$ cat src/rtl/crtc_pkg.sv
package crtc_pkg;
  localparam int CA_W   = 14;
  localparam int RA_W   = 5;
  localparam int HC_W   = 8;
  localparam int VC_W   = 7;
  localparam int SW_W   = 4;
  localparam int IDX_W  = 5;
  localparam int NCFG   = 16;
  localparam int CFG_AW = $clog2(NCFG);

  localparam int RG_HTOT  = 0;
  localparam int RG_HDISP = 1;
  localparam int RG_HSPOS = 2;
  localparam int RG_SYNCW = 3;
  localparam int RG_VTOT  = 4;
  localparam int RG_VADJ  = 5;
  localparam int RG_VDISP = 6;
  localparam int RG_VSPOS = 7;
  localparam int RG_MODE  = 8;
  localparam int RG_MAXR  = 9;
  localparam int RG_CSTA  = 10;
  localparam int RG_CEND  = 11;
  localparam int RG_STH   = 12;
  localparam int RG_STL   = 13;
  localparam int RG_CURH  = 14;
  localparam int RG_CURL  = 15;
  localparam int RG_LPH   = 16;
  localparam int RG_LPL   = 17;

  typedef struct packed {
    logic [HC_W-1:0] htot;
    logic [HC_W-1:0] hdisp;
    logic [HC_W-1:0] hspos;
    logic [SW_W-1:0] hsw;
    logic [SW_W-1:0] vsw;
    logic [VC_W-1:0] vtot;
    logic [RA_W-1:0] vadj;
    logic [VC_W-1:0] vdisp;
    logic [VC_W-1:0] vspos;
    logic            skew;
    logic [RA_W-1:0] maxrow;
    logic [RA_W-1:0] cstart;
    logic [RA_W-1:0] cend;
    logic [CA_W-1:0] start;
    logic [CA_W-1:0] cur;
  } cfg_t;
endpackage

$ cat src/rtl/crtc_regs.sv
module crtc_regs
  import crtc_pkg::*;
(
  input  logic            clk,
  input  logic            rst_n,
  input  logic            bus_cs,
  input  logic            bus_we,
  input  logic            bus_sel,
  input  logic [7:0]      bus_wdata,
  output logic [7:0]      bus_rdata,
  input  logic            lpen_stb,
  input  logic [CA_W-1:0] cur_ma,
  output cfg_t            cfg
);
  logic [7:0]       regs_q [NCFG];
  logic [7:0]       regs_d [NCFG];
  logic [IDX_W-1:0] idx_q, idx_d;
  logic [CA_W-1:0]  lp_q, lp_d;
  logic             full_q, full_d;
  logic             wr_en, rd_clr;

  assign wr_en  = bus_cs && bus_we;
  assign rd_clr = bus_cs && !bus_we && bus_sel && (idx_q == IDX_W'(RG_LPL));

  always_comb begin
    regs_d = regs_q;
    idx_d  = idx_q;
    lp_d   = lp_q;
    full_d = full_q;
    if (wr_en && !bus_sel) idx_d = bus_wdata[IDX_W-1:0];
    if (wr_en && bus_sel && (idx_q < IDX_W'(NCFG)))
      regs_d[idx_q[CFG_AW-1:0]] = bus_wdata;
    if (rd_clr) full_d = 1'b0;
    if (lpen_stb && !full_q) begin
      lp_d   = cur_ma;
      full_d = 1'b1;
    end
  end

  always_ff @(posedge clk or negedge rst_n) begin
    if (!rst_n) begin
      for (int i = 0; i < NCFG; i++) regs_q[i] <= '0;
      idx_q  <= '0;
      lp_q   <= '0;
      full_q <= 1'b0;
    end else begin
      regs_q <= regs_d;
      idx_q  <= idx_d;
      lp_q   <= lp_d;
      full_q <= full_d;
    end
  end

  always_comb begin
    bus_rdata = '0;
    if (bus_sel) begin
      case (idx_q)
        IDX_W'(RG_CURH): bus_rdata = {2'b00, regs_q[RG_CURH][5:0]};
        IDX_W'(RG_CURL): bus_rdata = regs_q[RG_CURL];
        IDX_W'(RG_LPH):  bus_rdata = {2'b00, lp_q[CA_W-1:8]};
        IDX_W'(RG_LPL):  bus_rdata = lp_q[7:0];
        default:         bus_rdata = '0;
      endcase
    end
  end

  assign cfg.htot   = regs_q[RG_HTOT];
  assign cfg.hdisp  = regs_q[RG_HDISP];
  assign cfg.hspos  = regs_q[RG_HSPOS];
  assign cfg.hsw    = regs_q[RG_SYNCW][3:0];
  assign cfg.vsw    = regs_q[RG_SYNCW][7:4];
  assign cfg.vtot   = regs_q[RG_VTOT][VC_W-1:0];
  assign cfg.vadj   = regs_q[RG_VADJ][RA_W-1:0];
  assign cfg.vdisp  = regs_q[RG_VDISP][VC_W-1:0];
  assign cfg.vspos  = regs_q[RG_VSPOS][VC_W-1:0];
  assign cfg.skew   = regs_q[RG_MODE][0];
  assign cfg.maxrow = regs_q[RG_MAXR][RA_W-1:0];
  assign cfg.cstart = regs_q[RG_CSTA][RA_W-1:0];
  assign cfg.cend   = regs_q[RG_CEND][RA_W-1:0];
  assign cfg.start  = {regs_q[RG_STH][5:0], regs_q[RG_STL]};
  assign cfg.cur    = {regs_q[RG_CURH][5:0], regs_q[RG_CURL]};

  logic unused_bits;
  assign unused_bits = ^{bus_wdata[7:IDX_W], regs_q[RG_VTOT][7], regs_q[RG_VADJ][7:5],
                         regs_q[RG_VDISP][7], regs_q[RG_VSPOS][7], regs_q[RG_MODE][7:1],
                         regs_q[RG_MAXR][7:5], regs_q[RG_CSTA][7:5], regs_q[RG_CEND][7:5],
                         regs_q[RG_STH][7:6], regs_q[RG_CURH][7:6]};

  // a held light-pen value is not disturbed by further strobes
  assert_lpen_hold_R10: assert property (@(posedge clk) disable iff (!rst_n)
    (full_q && !rd_clr) |=> $stable(lp_q));
  // a strobe into an empty latch captures the address
  assert_lpen_take_R10: assert property (@(posedge clk) disable iff (!rst_n)
    (lpen_stb && !full_q) |=> (full_q && lp_q == $past(cur_ma)));
endmodule

$ cat src/rtl/crtc_timing.sv
module crtc_timing
  import crtc_pkg::*;
(
  input  logic            clk,
  input  logic            rst_n,
  input  cfg_t            cfg,
  output logic [CA_W-1:0] ma,
  output logic [RA_W-1:0] ra,
  output logic            hde,
  output logic            vde,
  output logic            hsync,
  output logic            vsync
);
  logic [HC_W-1:0] h_q, h_d;
  logic [RA_W-1:0] r_q, r_d;
  logic [VC_W-1:0] v_q, v_d;
  logic            adj_q, adj_d;
  logic [CA_W-1:0] ma_q, ma_d, ls_q, ls_d;
  logic            eol, row_last, vlast, frame_end, enter_adj;
  logic [HC_W:0]   hs_end;

  assign eol       = (h_q >= cfg.htot);
  assign row_last  = adj_q ? (({1'b0, r_q} + 6'd1) >= {1'b0, cfg.vadj})
                           : (r_q >= cfg.maxrow);
  assign vlast     = (v_q >= cfg.vtot);
  assign frame_end = eol && row_last && (adj_q || (vlast && (cfg.vadj == '0)));
  assign enter_adj = eol && row_last && !adj_q && vlast && (cfg.vadj != '0);

  always_comb begin
    h_d   = eol ? '0 : h_q + HC_W'(1);
    r_d   = r_q;
    v_d   = v_q;
    adj_d = adj_q;
    ls_d  = ls_q;
    ma_d  = ma_q + CA_W'(1);
    if (eol) begin
      if (frame_end) begin
        r_d   = '0;
        v_d   = '0;
        adj_d = 1'b0;
        ma_d  = cfg.start;
        ls_d  = cfg.start;
      end else if (enter_adj) begin
        adj_d = 1'b1;
        r_d   = '0;
        ma_d  = ls_q;
      end else if (row_last) begin
        r_d  = '0;
        v_d  = v_q + VC_W'(1);
        ma_d = ls_q + CA_W'(cfg.hdisp);
        ls_d = ls_q + CA_W'(cfg.hdisp);
      end else begin
        r_d  = r_q + RA_W'(1);
        ma_d = ls_q;
      end
    end
  end

  always_ff @(posedge clk or negedge rst_n) begin
    if (!rst_n) begin
      h_q   <= '0;
      r_q   <= '0;
      v_q   <= '0;
      adj_q <= 1'b0;
      ma_q  <= '0;
      ls_q  <= '0;
    end else begin
      h_q   <= h_d;
      r_q   <= r_d;
      v_q   <= v_d;
      adj_q <= adj_d;
      ma_q  <= ma_d;
      ls_q  <= ls_d;
    end
  end

  assign hs_end = {1'b0, cfg.hspos} + (HC_W+1)'(cfg.hsw);
  assign hsync  = (h_q >= cfg.hspos) && ({1'b0, h_q} < hs_end);
  assign vsync  = !adj_q && (v_q == cfg.vspos) && (r_q < {1'b0, cfg.vsw});
  assign hde    = (h_q < cfg.hdisp);
  assign vde    = !adj_q && (v_q < cfg.vdisp);
  assign ma     = ma_q;
  assign ra     = r_q;

  logic unused_cfg;
  assign unused_cfg = ^{cfg.cur, cfg.cstart, cfg.cend, cfg.skew};

  // linear advance inside a scanline
  assert_step_R2: assert property (@(posedge clk) disable iff (!rst_n)
    !eol |=> (ma_q == $past(ma_q) + CA_W'(1)));
  // scanline end inside a character row returns to the row's first address
  assert_reload_R3: assert property (@(posedge clk) disable iff (!rst_n)
    (eol && !row_last) |=> (ma_q == $past(ls_q)));
  // last glyph scanline moves on to the next buffer row
  assert_nextrow_R4: assert property (@(posedge clk) disable iff (!rst_n)
    (eol && row_last && !adj_q && !vlast) |=>
      (r_q == '0 && ma_q == $past(ls_q) + CA_W'($past(cfg.hdisp))));
  // frame start loads the start register and clears the row
  assert_frame_R5: assert property (@(posedge clk) disable iff (!rst_n)
    frame_end |=> (ma_q == $past(cfg.start) && r_q == '0 && v_q == '0 && !adj_q));
endmodule

$ cat src/rtl/crtc_top.sv
module crtc_top
  import crtc_pkg::*;
(
  input  logic            clk,
  input  logic            rst_n,
  input  logic            bus_cs,
  input  logic            bus_we,
  input  logic            bus_sel,
  input  logic [7:0]      bus_wdata,
  output logic [7:0]      bus_rdata,
  input  logic            lpen_stb,
  output logic            hsync,
  output logic            vsync,
  output logic            hblank,
  output logic            vblank,
  output logic            disp_en,
  output logic            cursor,
  output logic [CA_W-1:0] char_addr,
  output logic [RA_W-1:0] row_addr
);
  cfg_t cfg;
  logic hde, vde, de_raw, de_q;

  crtc_regs regs_i (
    .clk(clk), .rst_n(rst_n), .bus_cs(bus_cs), .bus_we(bus_we), .bus_sel(bus_sel),
    .bus_wdata(bus_wdata), .bus_rdata(bus_rdata), .lpen_stb(lpen_stb),
    .cur_ma(char_addr), .cfg(cfg)
  );

  crtc_timing timing_i (
    .clk(clk), .rst_n(rst_n), .cfg(cfg), .ma(char_addr), .ra(row_addr),
    .hde(hde), .vde(vde), .hsync(hsync), .vsync(vsync)
  );

  assign de_raw = hde && vde;

  always_ff @(posedge clk or negedge rst_n) begin
    if (!rst_n) de_q <= 1'b0;
    else        de_q <= de_raw;
  end

  assign hblank  = !hde;
  assign vblank  = !vde;
  assign disp_en = cfg.skew ? de_q : de_raw;
  assign cursor  = de_raw && (char_addr == cfg.cur) &&
                   (row_addr >= cfg.cstart) && (row_addr <= cfg.cend);

  // with skew set, the enable follows the blanking state one clock late
  assert_skew_R8: assert property (@(posedge clk) disable iff (!rst_n)
    (cfg.skew && $past(cfg.skew)) |-> (disp_en == $past(!hblank && !vblank)));
  // the cursor only appears inside the display area
  assert_cursor_area_R9: assert property (@(posedge clk) disable iff (!rst_n)
    cursor |-> (!hblank && !vblank));
endmodule

$ cat config.mk
export PLATFORM = sky130hd
export DESIGN_NAME = crtc_top
export DESIGN_NICKNAME = d
export VERILOG_FILES = /design/src/rtl/crtc_pkg.sv /design/src/rtl/crtc_regs.sv /design/src/rtl/crtc_timing.sv /design/src/rtl/crtc_top.sv
export SDC_FILE = /design/constraint.sdc
export NUM_CORES = 1
export LEC_CHECK = 0
export BUFFER_PORTS_ARGS = -buffer_cell sky130_fd_sc_hd__buf_4
export CAP_MARGIN = 10
export CORE_MARGIN = 1.5
export CORE_UTILIZATION = 35
export DETAILED_ROUTE_END_ITERATION = 10
export RECOVER_POWER = 25
export SLEW_MARGIN = 30
export SYNTH_ARGS = -nofsm -noshare
export SYNTH_HDL_FRONTEND = slang
export SYNTH_SLANG_ARGS = --single-unit
export TNS_END_PERCENT = 20
$ cat constraint.sdc
create_clock -name clk -period 2.64 [get_ports clk]
set_input_delay 0.528 -clock clk [delete_from_list [all_inputs] [get_ports clk]]
set_output_delay 0.528 -clock clk [all_outputs]
set_load 0.1 [all_outputs]
Word level (Yosys, flattened, before mapping) --
Cells that the tools add are included.
Storage, ports and cells: output and inout bits 33, bits in writable memories 0, bits in registers 198, memories 0, bits in read-only memories 0, bits of input ports 14, latch bits 0
Cells by class: $lt $le $gt $ge 14, bitwise operators 1, multipliers 0, equal/unequal tests 7, multiplexer cells 22, reductions and logical operators 37, div/mod/pow operators 0, add/subtract/negate cells 7, shifts and indexed selects 0
Operator list (count):
- $bwmux 128 | 1
- $mux 14 | 4
- $demux 8 s4 | 1
- $pmux 8 s4 | 1
- $mux 8 | 3
- $logic_and 1x1->1 | 23
- $mux 7 | 3
- $ge 8x8->1 | 2
- $mux 5 | 3
- $add 14x1->14 const B | 1
- $add 14x8->14 | 1
- $eq 14x14->1 | 1
- $eq 5x4->1 const B | 2
- $eq 5x5->1 const B | 2
- $ge 5x5->1 | 2
- $add 8x4->9 | 1
- $lt 8x9->1 | 1
- $add 8x1->8 const B | 1
- $lt 8x8->1 | 1
- $add 7x1->7 const B | 1
- $eq 7x7->1 | 1
- $ge 7x7->1 | 1
- $lt 7x7->1 | 1
- $add 5x1->6 const B | 1
- other kinds (17) | 29

Logic depth before layout (Yosys ltp) --
depth after elaboration 10, mapped depth 12, mapped depth without buffers 12

Modules after synthesis --
Synthesis repeated with hierarchy kept, for this count alone.
Unflattened totals: cell total of the unflattened synthesis 929, area total of the unflattened synthesis 10248.6 µm²
Modules (own cells, without submodules):
- crtc_regs | cells an instance 324, seq. area each 3052.9 µm², instances 1, area each 5096.1 µm²
- crtc_timing | cells an instance 546, seq. area each 1226.2 µm², instances 1, area each 4713.3 µm²
- crtc_top | cells an instance 59, seq. area each 25.0 µm², instances 1, area each 439.2 µm²

Worst setup path before layout --
OpenSTA, ideal clock, no wires.
kind reg-to-output, start register timing_i.h_q[1], end output cursor, required time 2.112 ns, slack -3.094 ns, cell stages (with the launch flop) 8, data arrival time 5.206 ns, path buffers 0, cells stage by stage dfrtp_1 ha_1 a21o_1 a21oi_1 o21ai_0 o41a_1 or2_2 nor4_1
On the way: word-level cells in the longest chain between the ends 5
Ends and longest elaborated chain:
- from (decl) | RTL line crtc_timing.sv:14 | logic [HC_W-1:0] h_q, h_d;
- from (signal assigned) | RTL line crtc_timing.sv:61 | h_q <= '0;
- from (signal assigned) | RTL line crtc_timing.sv:68 | h_q <= h_d;
- $lt 8x8->1 | RTL line crtc_timing.sv:80 | assign hde = (h_q < cfg.hdisp);
- $logic_and 1x1->1 | RTL line crtc_top.sv:35 | assign de_raw = hde && vde;
- $logic_and 1x1->1 (2 in a row) | RTL line crtc_top.sv:45 | assign cursor = de_raw && (char_addr == cfg.cur) &&
- $logic_and 1x1->1 | RTL line crtc_top.sv:46 | (row_addr >= cfg.cstart) && (row_addr <= cfg.cend);
- to (decl) | RTL line crtc_top.sv:17 | output logic cursor,
Every way passes these cells.

Final worst setup path --
start register regs_i.regs_q (netlist bit regs_i.cfg[74]), end output hsync
On the way: word-level cells in the longest chain between the ends 3
Ends and longest elaborated chain:
- from (decl) | RTL line crtc_regs.sv:15 | logic [7:0] regs_q [NCFG];
- from (signal assigned) | RTL line crtc_regs.sv:47 | regs_q <= regs_d;
- $add 8x4->9 | RTL line crtc_timing.sv:77 | assign hs_end = {1'b0, cfg.hspos} + (HC_W+1)'(cfg.hsw);
- $lt 8x9->1 | RTL line crtc_timing.sv:78 | assign hsync = (h_q >= cfg.hspos) && ({1'b0, h_q} < hs_end);
- $logic_and 1x1->1 | RTL line crtc_timing.sv:78
- to (decl) | RTL line crtc_top.sv:12 | output logic hsync,
Every way passes these cells.

==> impl_metrics.ini <==
[setup_path]
rrSetupSlack_ns = -0.44
r2r_end = timing_i.ma[1]
critical_path_class = reg2out
worstRegToRegCells = 12
crit_start = regs_i.cfg[74]
cp-endpoint = hsync
startpoint_type = flip-flop
crit_arrival_ns = 2.94
required_ns = 2.11
cp-end-kind = output pin
r2r-start = timing_i.ra[0]
crit_fanout = 2

[logic_synthesis]
syn_inst = 945
synth_cell_types = 58
synth.cell_area_um2 = 9760
avgSynthCellArea_um2 = 10.3
synth_edf_count = 0
yosysSeqAreaShare = 0.441
synth_nets = 1043
ys_warn_count = 0
ys.flop_type = dfrtp_1
synth_seq_cells = 172
ys_async_sr_fraction = 1.00

[clock_network]
cts-root-buf = clkbuf_16
clock_sinks = 172
insertion_delay_ns = 0.45
clk_pin_slew_worst_paths_ns = 0.07
cts_made_buffers = 17
cts_buffer_depth = 2
cts_tree = built
h-tree-depth = 4
hold_buffers = 0

[global_route]
grtUsageTotal = 0.184
grt_pass1_wl_um = 41000
grt_max_degree = 53
grt-ovfl-total = 0
antenna_found_initial = 0
grt_pass1_vias = 7633

[run]
drv_cap = 1

[drt]
drt_wl_total_um = 25300
drtIter0Drc = 448
vias_per_cell = 5.08
dr_total_vias = 7558
routedWlPerCell_um = 17.0
ant_nets = 0
post-route-drc-count = 0
first_pass_iters = 5

[timing]
hold_violations = 0
final.min_clock_period_ns = 3.47
drv_slew = 50
setup_ws_ns = -0.832
fin_crit_sh = 1.31
setup_violations = 41
whs_ns = 0.403
maxSlewHeadroom = -0.00383
max_freq_mhz = 288
rsz0062_at_grt = yes
worst_pin_slew_ns = 1.51
fin_skew_ns = 0.0167
fin_tns_setup_ns = -10.50

[power_and_ir_drop]
p_leak_nw = 5.96
p_total_w = 0.0125
ir_drop_v = 0.00102
pwr_density_cell_nw_per_um2 = 995

[min_path]
hold_path_class = in2reg
hp-start = bus_wdata[7]

[cells_and_area]
areaGrowthSynthToFinish_pct = 28.4
final_util = 0.461
insertedDiodeCount = 0
final_nets = 1200
drive_gt1_frac = 0.326
final_area_um2 = 12500
nFillCells = 2605
multiInputGateArea_um2 = 5420
seq_area_um2 = 4320

[floorplanning]
die_w_um = 170
die_h_um = 170
core_um2 = 27200
io-pin-count = 47
die_area_um2 = 28900
placementRows = 60
initial_utilization = 0.359

[placed_design]
finalWeightedCongestion = 0.817
portBuffers = 46
placed_cell_area_um2 = 11500
dp_hpwl_um = 18200

[outcome]
violations = max-capacitance violations, max-slew violations, negative setup slack
outcome = complete, but fails checks
==> kinds of logic (layout without fill, tap and decap cells) <==
group | after synthesis | count (layout) | share of synthesized area
muxes | 97 | 97 | 0.112
DFF | 172 | 172 | 0.441
adders and majority gates | 84 | 84 | 0.109
and+or+nand+nor | 235 | 235 | 0.120
buffers and inverters | 100 | 270 | 0.0401
xor gates and xnor gates | 58 | 58 | 0.0521
AOI/OAI and AO/OA | 199 | 199 | 0.125
==> final cells by class <==
class / instances / area share
clock buffers: 17 / 0.0340
flip-flops and latches: 172 / 0.344
multi-input cells: 673 / 0.433
inverters: 69 / 0.0207
clock inverters: 15 / 0.0159
repair buffers: 169 / 0.115
well taps: 372 / 0.0371
==> state kept, by name, indices dropped and copies added, names as in the netlist <==
signal	cells
de_q	1
regs_i.cfg	102
regs_i.full_q	1
regs_i.idx_q	5
regs_i.lp_q	14
timing_i.adj_q	1
timing_i.h_q	8
timing_i.ls_q	14
timing_i.ma	14
timing_i.ra	5
timing_i.v_q	7
==> critical path, stage by stage (launching register included) <==
cell and delay (ns):
dfrtp_1 0.35, ha_2 0.19, inv_2 0.04, fa_2 0.34, nor2b_1 0.12, o21ai_1 0.06, nand2b_1 0.09, buf_4 0.12
nand3_2 0.07, xnor2_1 0.13, ha_1 0.29, o21a_1 0.18, o21ai_2 0.17, a2bb2oi_4 0.18, buf_12 0.18
==> synth_stat cells, types with 4 or more instances <==
master / instances / area (um^2)
o21a_1: 6 / 45.0
o22ai_1: 6 / 37.5
nor3_1: 6 / 30.0
nand4_1: 11 / 68.8
nor2_1: 44 / 165
o21ai_1: 4 / 20.0
a211o_1: 4 / 35.0
xnor2_1: 22 / 193
o221ai_1: 4 / 35.0
inv_1: 69 / 259
nand3_1: 24 / 120
nor2b_1: 10 / 62.6
a211oi_1: 6 / 45.0
nand3b_1: 4 / 30.0
nand2b_1: 15 / 93.8
a21oi_1: 44 / 220
nor4_1: 7 / 43.8
a22oi_1: 14 / 105
mux2_2: 92 / 1040
o221a_2: 4 / 45.0
ha_1: 82 / 1030
clkbuf_1: 27 / 101
a31oi_1: 5 / 31.3
and2_1: 5 / 31.3
a21o_1: 14 / 105
and3_1: 12 / 75.1
nor3b_1: 4 / 30.0
xor2_1: 36 / 315
mux2i_1: 4 / 40.0
o21ai_0: 74 / 370
or3_1: 9 / 56.3
nand2_1: 74 / 278
dfrtp_1: 172 / 4300
==> layout by cell type (no fill, tap or decap), drive strengths merged, types with 5 or more instances in the layout <==
master	count
buf	165
o22ai	6
ha	82
nor2b	10
nand4	11
o21ai	78
mux2	93
or3	9
nand2b	16
a21oi	45
nor4	7
xor2	36
and2	5
a21o	14
xnor2	22
clkinv	11
a211oi	6
o21a	6
dfrtp	172
nor3	6
a31oi	5
clkbuf	21
nand2	75
and3	12
a22oi	14
nor2	45
inv	73
nand3	24
==> where the power goes <==
part / total [W] / switching (W) / internal (W) / leakage, nW
sequential: 0.00383 / 0.000466 / 0.00337 / 2.18
clock: 0.00258 / 0.00128 / 0.00129 / 0.300
combinational: 0.00605 / 0.00355 / 0.00251 / 3.48
==> repair_timing <==
| item | in CTS | in global routing |
|---|---|---|
| setup buffers | 4 | 5 |
| setup endpoints to repair | 43 | 49 |
| pin swaps | 21 | 13 |
| gates cloned | 0 | 1 |
| resized for setup | 56 | 38 |
==> metal layers <==
| metal | up-vias | global-route usage | part of all wire |
|---|---|---|---|
| met5 | - | 0 | 0 |
| met4 | 0 | 0.0500 | 0.016 |
| met3 | 27 | 0.0277 | 0.030 |
| met2 | 110 | 0.303 | 0.47 |
| met1 | 3747 | 0.251 | 0.48 |
| li1 | 3674 | - | - |
==> per-stage QoR <==
stage	instances	setup slack [ns]
global placement	1446	-0.537
global route	1487	-1.02
floorplan	945	-0.935
CTS	1482	-0.860
finish	1487	-0.832
detailed placement	1446	-0.562
==> worst min path at each step <==
stage                 endpoint  cells after the start
6_report       regs_i.cfg[101]                      3
5_1_grt          regs_i.full_q                      4
4_1_cts         regs_i.cfg[84]                      1
3_5_place_dp     regs_i.full_q                      2
3_3_place_gp     regs_i.full_q                      2
2_1_floorplan             de_q                      0
Power figures use the tool's default switching activity.
